==> config.mk <==
export PLATFORM = sky130hd
export DESIGN_NAME = shadow_matrix
export DESIGN_NICKNAME = d
export VERILOG_FILES = /design/src/rtl/shadow_pkg.sv /design/src/rtl/shadow_pred_decode.sv /design/src/rtl/shadow_resolve.sv /design/src/rtl/shadow_matrix.sv
export SDC_FILE = /design/constraint.sdc
export NUM_CORES = 1
export LEC_CHECK = 0
export BUFFER_PORTS_ARGS = -buffer_cell sky130_fd_sc_hd__buf_2
export CORE_MARGIN = 2
export CORE_UTILIZATION = 51
export CTS_CLUSTER_DIAMETER = 200
export DETAILED_ROUTE_END_ITERATION = 16
export PLACE_DENSITY = 0.85
export REMOVE_ABC_BUFFERS = 1
export SLEW_MARGIN = 25
export SYNTH_ARGS = -nofsm -noshare
export SYNTH_HDL_FRONTEND = slang
export SYNTH_HIERARCHICAL = 1
export SYNTH_SLANG_ARGS = --single-unit
==> constraint.sdc <==
create_clock -name clk -period 2.09 [get_ports clk]
set_clock_uncertainty 0.1 [all_clocks]
set_input_delay 0.209 -clock clk [delete_from_list [all_inputs] [get_ports clk]]
set_output_delay 0.209 -clock clk [all_outputs]
set_load 0.02 [all_outputs]
==> src/rtl/shadow_pkg.sv <==
package shadow_pkg;

    typedef enum logic [1:0] {
        COL_BRANCH = 2'd0,
        COL_EXCEPT = 2'd1,
        COL_PRED   = 2'd2
    } col_kind_e;

    // Column ordering: branches first, then exception sources, then predicates.
    function automatic col_kind_e kind_of(input int col, input int n_br, input int n_exc);
        if (col < n_br)
            return COL_BRANCH;
        else if (col < n_br + n_exc)
            return COL_EXCEPT;
        else
            return COL_PRED;
    endfunction

endpackage

==> src/rtl/shadow_pred_decode.sv <==
module shadow_pred_decode #(
    parameter int NUM_FU = 8
) (
    input  logic              valid,
    input  logic [NUM_FU-1:0] mask,
    output logic [NUM_FU-1:0] elem_fail,
    output logic [NUM_FU-1:0] elem_pass
);

    // Each mask bit is one element; zero cancels, one releases.
    always_comb begin
        elem_fail = '0;
        elem_pass = '0;
        if (valid) begin
            elem_fail = ~mask;
            elem_pass = mask;
        end
    end

endmodule

==> src/rtl/shadow_resolve.sv <==
module shadow_resolve
    import shadow_pkg::*;
#(
    parameter int NUM_FU   = 8,
    parameter int NUM_BR   = 2,
    parameter int NUM_EXC  = 2,
    parameter int NUM_PRED = 2,
    localparam int NUM_GEN = NUM_BR + NUM_EXC,
    localparam int NUM_SRC = NUM_GEN + NUM_PRED
) (
    input  logic [NUM_GEN-1:0]              gen_ok,
    input  logic [NUM_GEN-1:0]              gen_fail,
    input  logic [NUM_PRED-1:0]             pred_valid,
    input  logic [NUM_PRED*NUM_FU-1:0]      pred_mask,
    output logic [NUM_SRC-1:0]              col_done,
    output logic [NUM_FU-1:0][NUM_SRC-1:0]  kill,
    output logic [NUM_FU-1:0][NUM_SRC-1:0]  clr
);

    for (genvar c = 0; c < NUM_SRC; c++) begin : g_col
        if (kind_of(c, NUM_BR, NUM_EXC) == COL_PRED) begin : g_pred
            localparam int P = c - NUM_GEN;
            logic [NUM_FU-1:0] el_fail;
            logic [NUM_FU-1:0] el_pass;

            shadow_pred_decode #(.NUM_FU(NUM_FU)) i_dec (
                .valid     (pred_valid[P]),
                .mask      (pred_mask[P*NUM_FU +: NUM_FU]),
                .elem_fail (el_fail),
                .elem_pass (el_pass)
            );

            for (genvar i = 0; i < NUM_FU; i++) begin : g_row
                assign kill[i][c] = el_fail[i];
                assign clr[i][c]  = el_fail[i] | el_pass[i];
            end
            assign col_done[c] = pred_valid[P];
        end else begin : g_gen
            // Fail has precedence: kill is raised whenever fail is present.
            for (genvar i = 0; i < NUM_FU; i++) begin : g_row
                assign kill[i][c] = gen_fail[c];
                assign clr[i][c]  = gen_ok[c] | gen_fail[c];
            end
            assign col_done[c] = gen_ok[c] | gen_fail[c];
        end
    end

endmodule

==> src/rtl/shadow_matrix.sv <==
module shadow_matrix #(
    parameter int NUM_FU   = 8,
    parameter int NUM_BR   = 2,
    parameter int NUM_EXC  = 2,
    parameter int NUM_PRED = 2,
    localparam int NUM_GEN = NUM_BR + NUM_EXC,
    localparam int NUM_SRC = NUM_GEN + NUM_PRED,
    localparam int FU_W    = $clog2(NUM_FU)
) (
    input  logic                       clk,
    input  logic                       rst_n,
    input  logic [NUM_SRC-1:0]         src_open,
    input  logic [NUM_GEN-1:0]         gen_ok,
    input  logic [NUM_GEN-1:0]         gen_fail,
    input  logic [NUM_PRED-1:0]        pred_valid,
    input  logic [NUM_PRED*NUM_FU-1:0] pred_mask,
    input  logic                       issue_valid,
    input  logic [FU_W-1:0]            issue_fu,
    input  logic [NUM_FU-1:0]          fu_done,
    output logic [NUM_SRC-1:0]         shadow_active,
    output logic [NUM_FU-1:0]          fu_busy,
    output logic [NUM_FU-1:0]          fu_writeable,
    output logic [NUM_FU-1:0]          fu_go_die,
    output logic [NUM_FU-1:0]          cu_cancel
);

    typedef struct packed {
        logic [NUM_SRC-1:0]             active;
        logic [NUM_FU-1:0]              busy;
        logic [NUM_FU-1:0]              cancel;
        logic [NUM_FU-1:0][NUM_SRC-1:0] rows;
    } state_t;

    state_t st_d, st_q;

    logic [NUM_SRC-1:0]             col_done;
    logic [NUM_FU-1:0][NUM_SRC-1:0] kill;
    logic [NUM_FU-1:0][NUM_SRC-1:0] clr;
    logic [NUM_FU-1:0]              die;

    shadow_resolve #(
        .NUM_FU   (NUM_FU),
        .NUM_BR   (NUM_BR),
        .NUM_EXC  (NUM_EXC),
        .NUM_PRED (NUM_PRED)
    ) i_resolve (
        .gen_ok     (gen_ok),
        .gen_fail   (gen_fail),
        .pred_valid (pred_valid),
        .pred_mask  (pred_mask),
        .col_done   (col_done),
        .kill       (kill),
        .clr        (clr)
    );

    always_comb begin
        st_d = st_q;
        // Columns resolving now are freed; an open in the same cycle re-arms.
        st_d.active = (st_q.active & ~col_done) | src_open;
        for (int i = 0; i < NUM_FU; i++) begin
            die[i]        = st_q.busy[i] & (|(st_q.rows[i] & kill[i]));
            st_d.rows[i]  = st_q.rows[i] & ~clr[i];
            if (die[i] || fu_done[i]) begin
                st_d.busy[i] = 1'b0;
                st_d.rows[i] = '0;
            end
            if (issue_valid && (issue_fu == FU_W'(i)) && !st_q.busy[i]) begin
                st_d.busy[i] = 1'b1;
                st_d.rows[i] = st_q.active & ~col_done;
            end
        end
        st_d.cancel = die;
    end

    always_ff @(posedge clk) begin
        if (!rst_n)
            st_q <= '0;
        else
            st_q <= st_d;
    end

    always_comb begin
        for (int i = 0; i < NUM_FU; i++)
            fu_writeable[i] = st_q.busy[i] && (st_q.rows[i] == '0);
    end

    assign shadow_active = st_q.active;
    assign fu_busy       = st_q.busy;
    assign fu_go_die     = die;
    assign cu_cancel     = st_q.cancel;

endmodule

==> qor.txt <==
GRT Overall Usage: 24.5%
setup TNS: 0 ns
DRC: 0
Yosys reg bits: 70
outcome: completed
Detailed Route WL: 10.8 mm
Avg WL per Cell: 18.2 microns
Syn Inst Count: 491
leak pwr: 1.85 nW
Port-buffer cells: 83
crit share post-route: 93.2%
Layout Cells excl Fill: 592
Crit path required time: 1.78 ns
TritonCTS clock tree: done
Worst slew margin: 67.1%
antenna cells: 0
RSZ-0062 raised after global routing: no
Die ar.: 9060 sq um
# placed instances: 574
routed wl met2: 4.94 mm
CP Capture Type: output port
final setup vio count: 0
initial antenna violation count: 0
largest area contributor in the netlist: dfxtp_1
max frequency: 514 MHz
uppermost routed layer: met4
CTS root buf: clkbuf_8
max_cap viols: 0
FFs w/ async S/R, synth: 0%
Final HPWL DP: 7.43 mm
fin. max-slew vios: 0
number of global-route vias before repair: 3421
M1 WL: 4.38 mm
Final Hold Fails: 0
first-pass GRT wire length: 16.7 mm
Data arrival, critical path: 1.64 ns
via/cell ratio: 6.02
WL met3: 1.14 mm
critical path type: flip-flop to output port
io pins: 84
initial core utilization: 52.1%
Distinct cells, synth: 33
largest net degree at the start of global routing: 24
top-area cell type share of the netlist area: 33.0%
EDFF count, synth: 0
core box area: 8130 sq um
sequential-to-total area share from yosys stat: 33.0%
PostCTS Resize Cnt: 0
share of cells above drive strength 1: 23.8%
maximum VDD drop: 0.332 mV
Syn-to-layout area delta: 0.177%
# nets final: 531
worst-skew pair later-pin latency: 0.35 ns
ANT nets after route: 0
Die Wd: 95.2 microns
Synth Cell Area: 4240 sq um
post-route setup slack: 0.143 ns
clk sink count: 70
die height: 95.2 microns
Least-Margin Pin Slew: 0.493 ns
CTS clk-pin slew, worst paths: 0.07 ns
synth warn: 6
maximum fanout along the worst path: 3
CTS Buf Count: 9
FP Rows: 33
crit path launch type: flip-flop
H-tree levels: 3
Top FF cell, synth: dfxtp_1
drt pass-1 iters: 5
Hold WC Path Type: primary input to flip-flop
syn_area_per_cell: 8.64 sq um
top cells by area, synth: dfxtp_1 (33%), buf_4 (18%), nand3b_1 (8.5%), o22ai_1 (7.1%), a22o_1 (5.0%)
fin crit period: 1.95 ns
Setup WS pre-CTS: 0.281 ns
Detailed Route Iter0 Violations: 293
total power: 0.00265 W
most frequent cells in the layout: buf_2 (83), dfxtp_1 (70), nand3b_1 (48), o22ai_1 (48)
GRT overflow: 0
Clock Path Buffers: 2
GPL Wtd Cong: 0.893
commonest non-fill, non-tap cell in the layout: buf_2
post-CTS setup buffer count: 0
via count: 3566
pwr dens: 625 nW/um^2
[worst paths after layout]
path	from	end	slack [ns]	cells past startpoint
max	st_q[13]$_SDFF_PN0_	fu_go_die[2]	0.14	4
min reg2reg	st_q[40]$_SDFF_PN0_	st_q[40]$_SDFF_PN0_	0.41	2
min	src_open[0]	shadow_active[0]$_SDFF_PN0_	0.01	2
max reg2reg	st_q[1]$_SDFF_PN0_	st_q[4]$_SDFF_PN0_	0.54	4
[state kept, by name (all words and copies together) (netlist names)]
signal,count
st_q,48
cu_cancel,8
fu_busy,8
shadow_active,6
[where the power goes]
group | switching [W] | internal, W | total, W
registers | 0.0000114 | 0.00135 | 0.00136
clock network | 0.000486 | 0.000471 | 0.000957
logic | 0.000195 | 0.000145 | 0.000339
[synthesized netlist by cell type (15+ instances only)]
cell type / instances
and2_1: 24
a22o_1: 24
o21a_1: 19
nor2_1: 22
o22ai_1: 48
buf_4: 99
or2_1: 21
nor4_1: 15
nand3b_1: 48
nor2b_1: 15
dfxtp_1: 70
and3_1: 16
[worst max-delay path, cell delays in order, from the launching register on]
cell and delay (ns):
dfxtp_1 0.33, a22o_1 0.26, or3_1 0.38, and2_1 0.16, buf_2 0.15
[through the flow]
step                util [%]  instance area (sq um)  hold WS [ns]
floorplan                  -                   3420         0.226
global placement        49.6                   4040         0.320
detailed placement      49.6                   4040         0.320
CTS                     52.2                   4250       0.00645
global route            52.2                   4250       0.00239
finish                  52.2                   4250       0.00960
[final cells by class]
cell class | count | area (sq um)
fillers | 743 | 3890
repair buffers | 97 | 533
clock buffers | 11 | 151
multi-input cells | 299 | 1990
clock inverters | 2 | 10.0
well taps | 105 | 131
inverters | 8 | 30.0
flip-flops and latches | 70 | 1400
[routing by layer]
layer | vias up | global-route usage (%)
li1 | 1640 | -
met1 | 1689 | 30.0
met2 | 206 | 38.6
met3 | 31 | 8.54
met4 | 0 | 11.6
met5 | - | 0
[cells by family after synthesis]
| family | synth area share (%) |
|---|---|
| buffers and inverters | 20.0 |
| flip-flops | 33.0 |
| AND/OR/NAND/NOR | 31.0 |
| AO/OA/AOI/OAI | 16.0 |
[timing repair]
item,in CTS,in global routing
hold buffers,5,0
setup endpoints to repair,0,0
hold endpoints to repair,5,0
No activity file was read; power rests on OpenSTA's default activity.
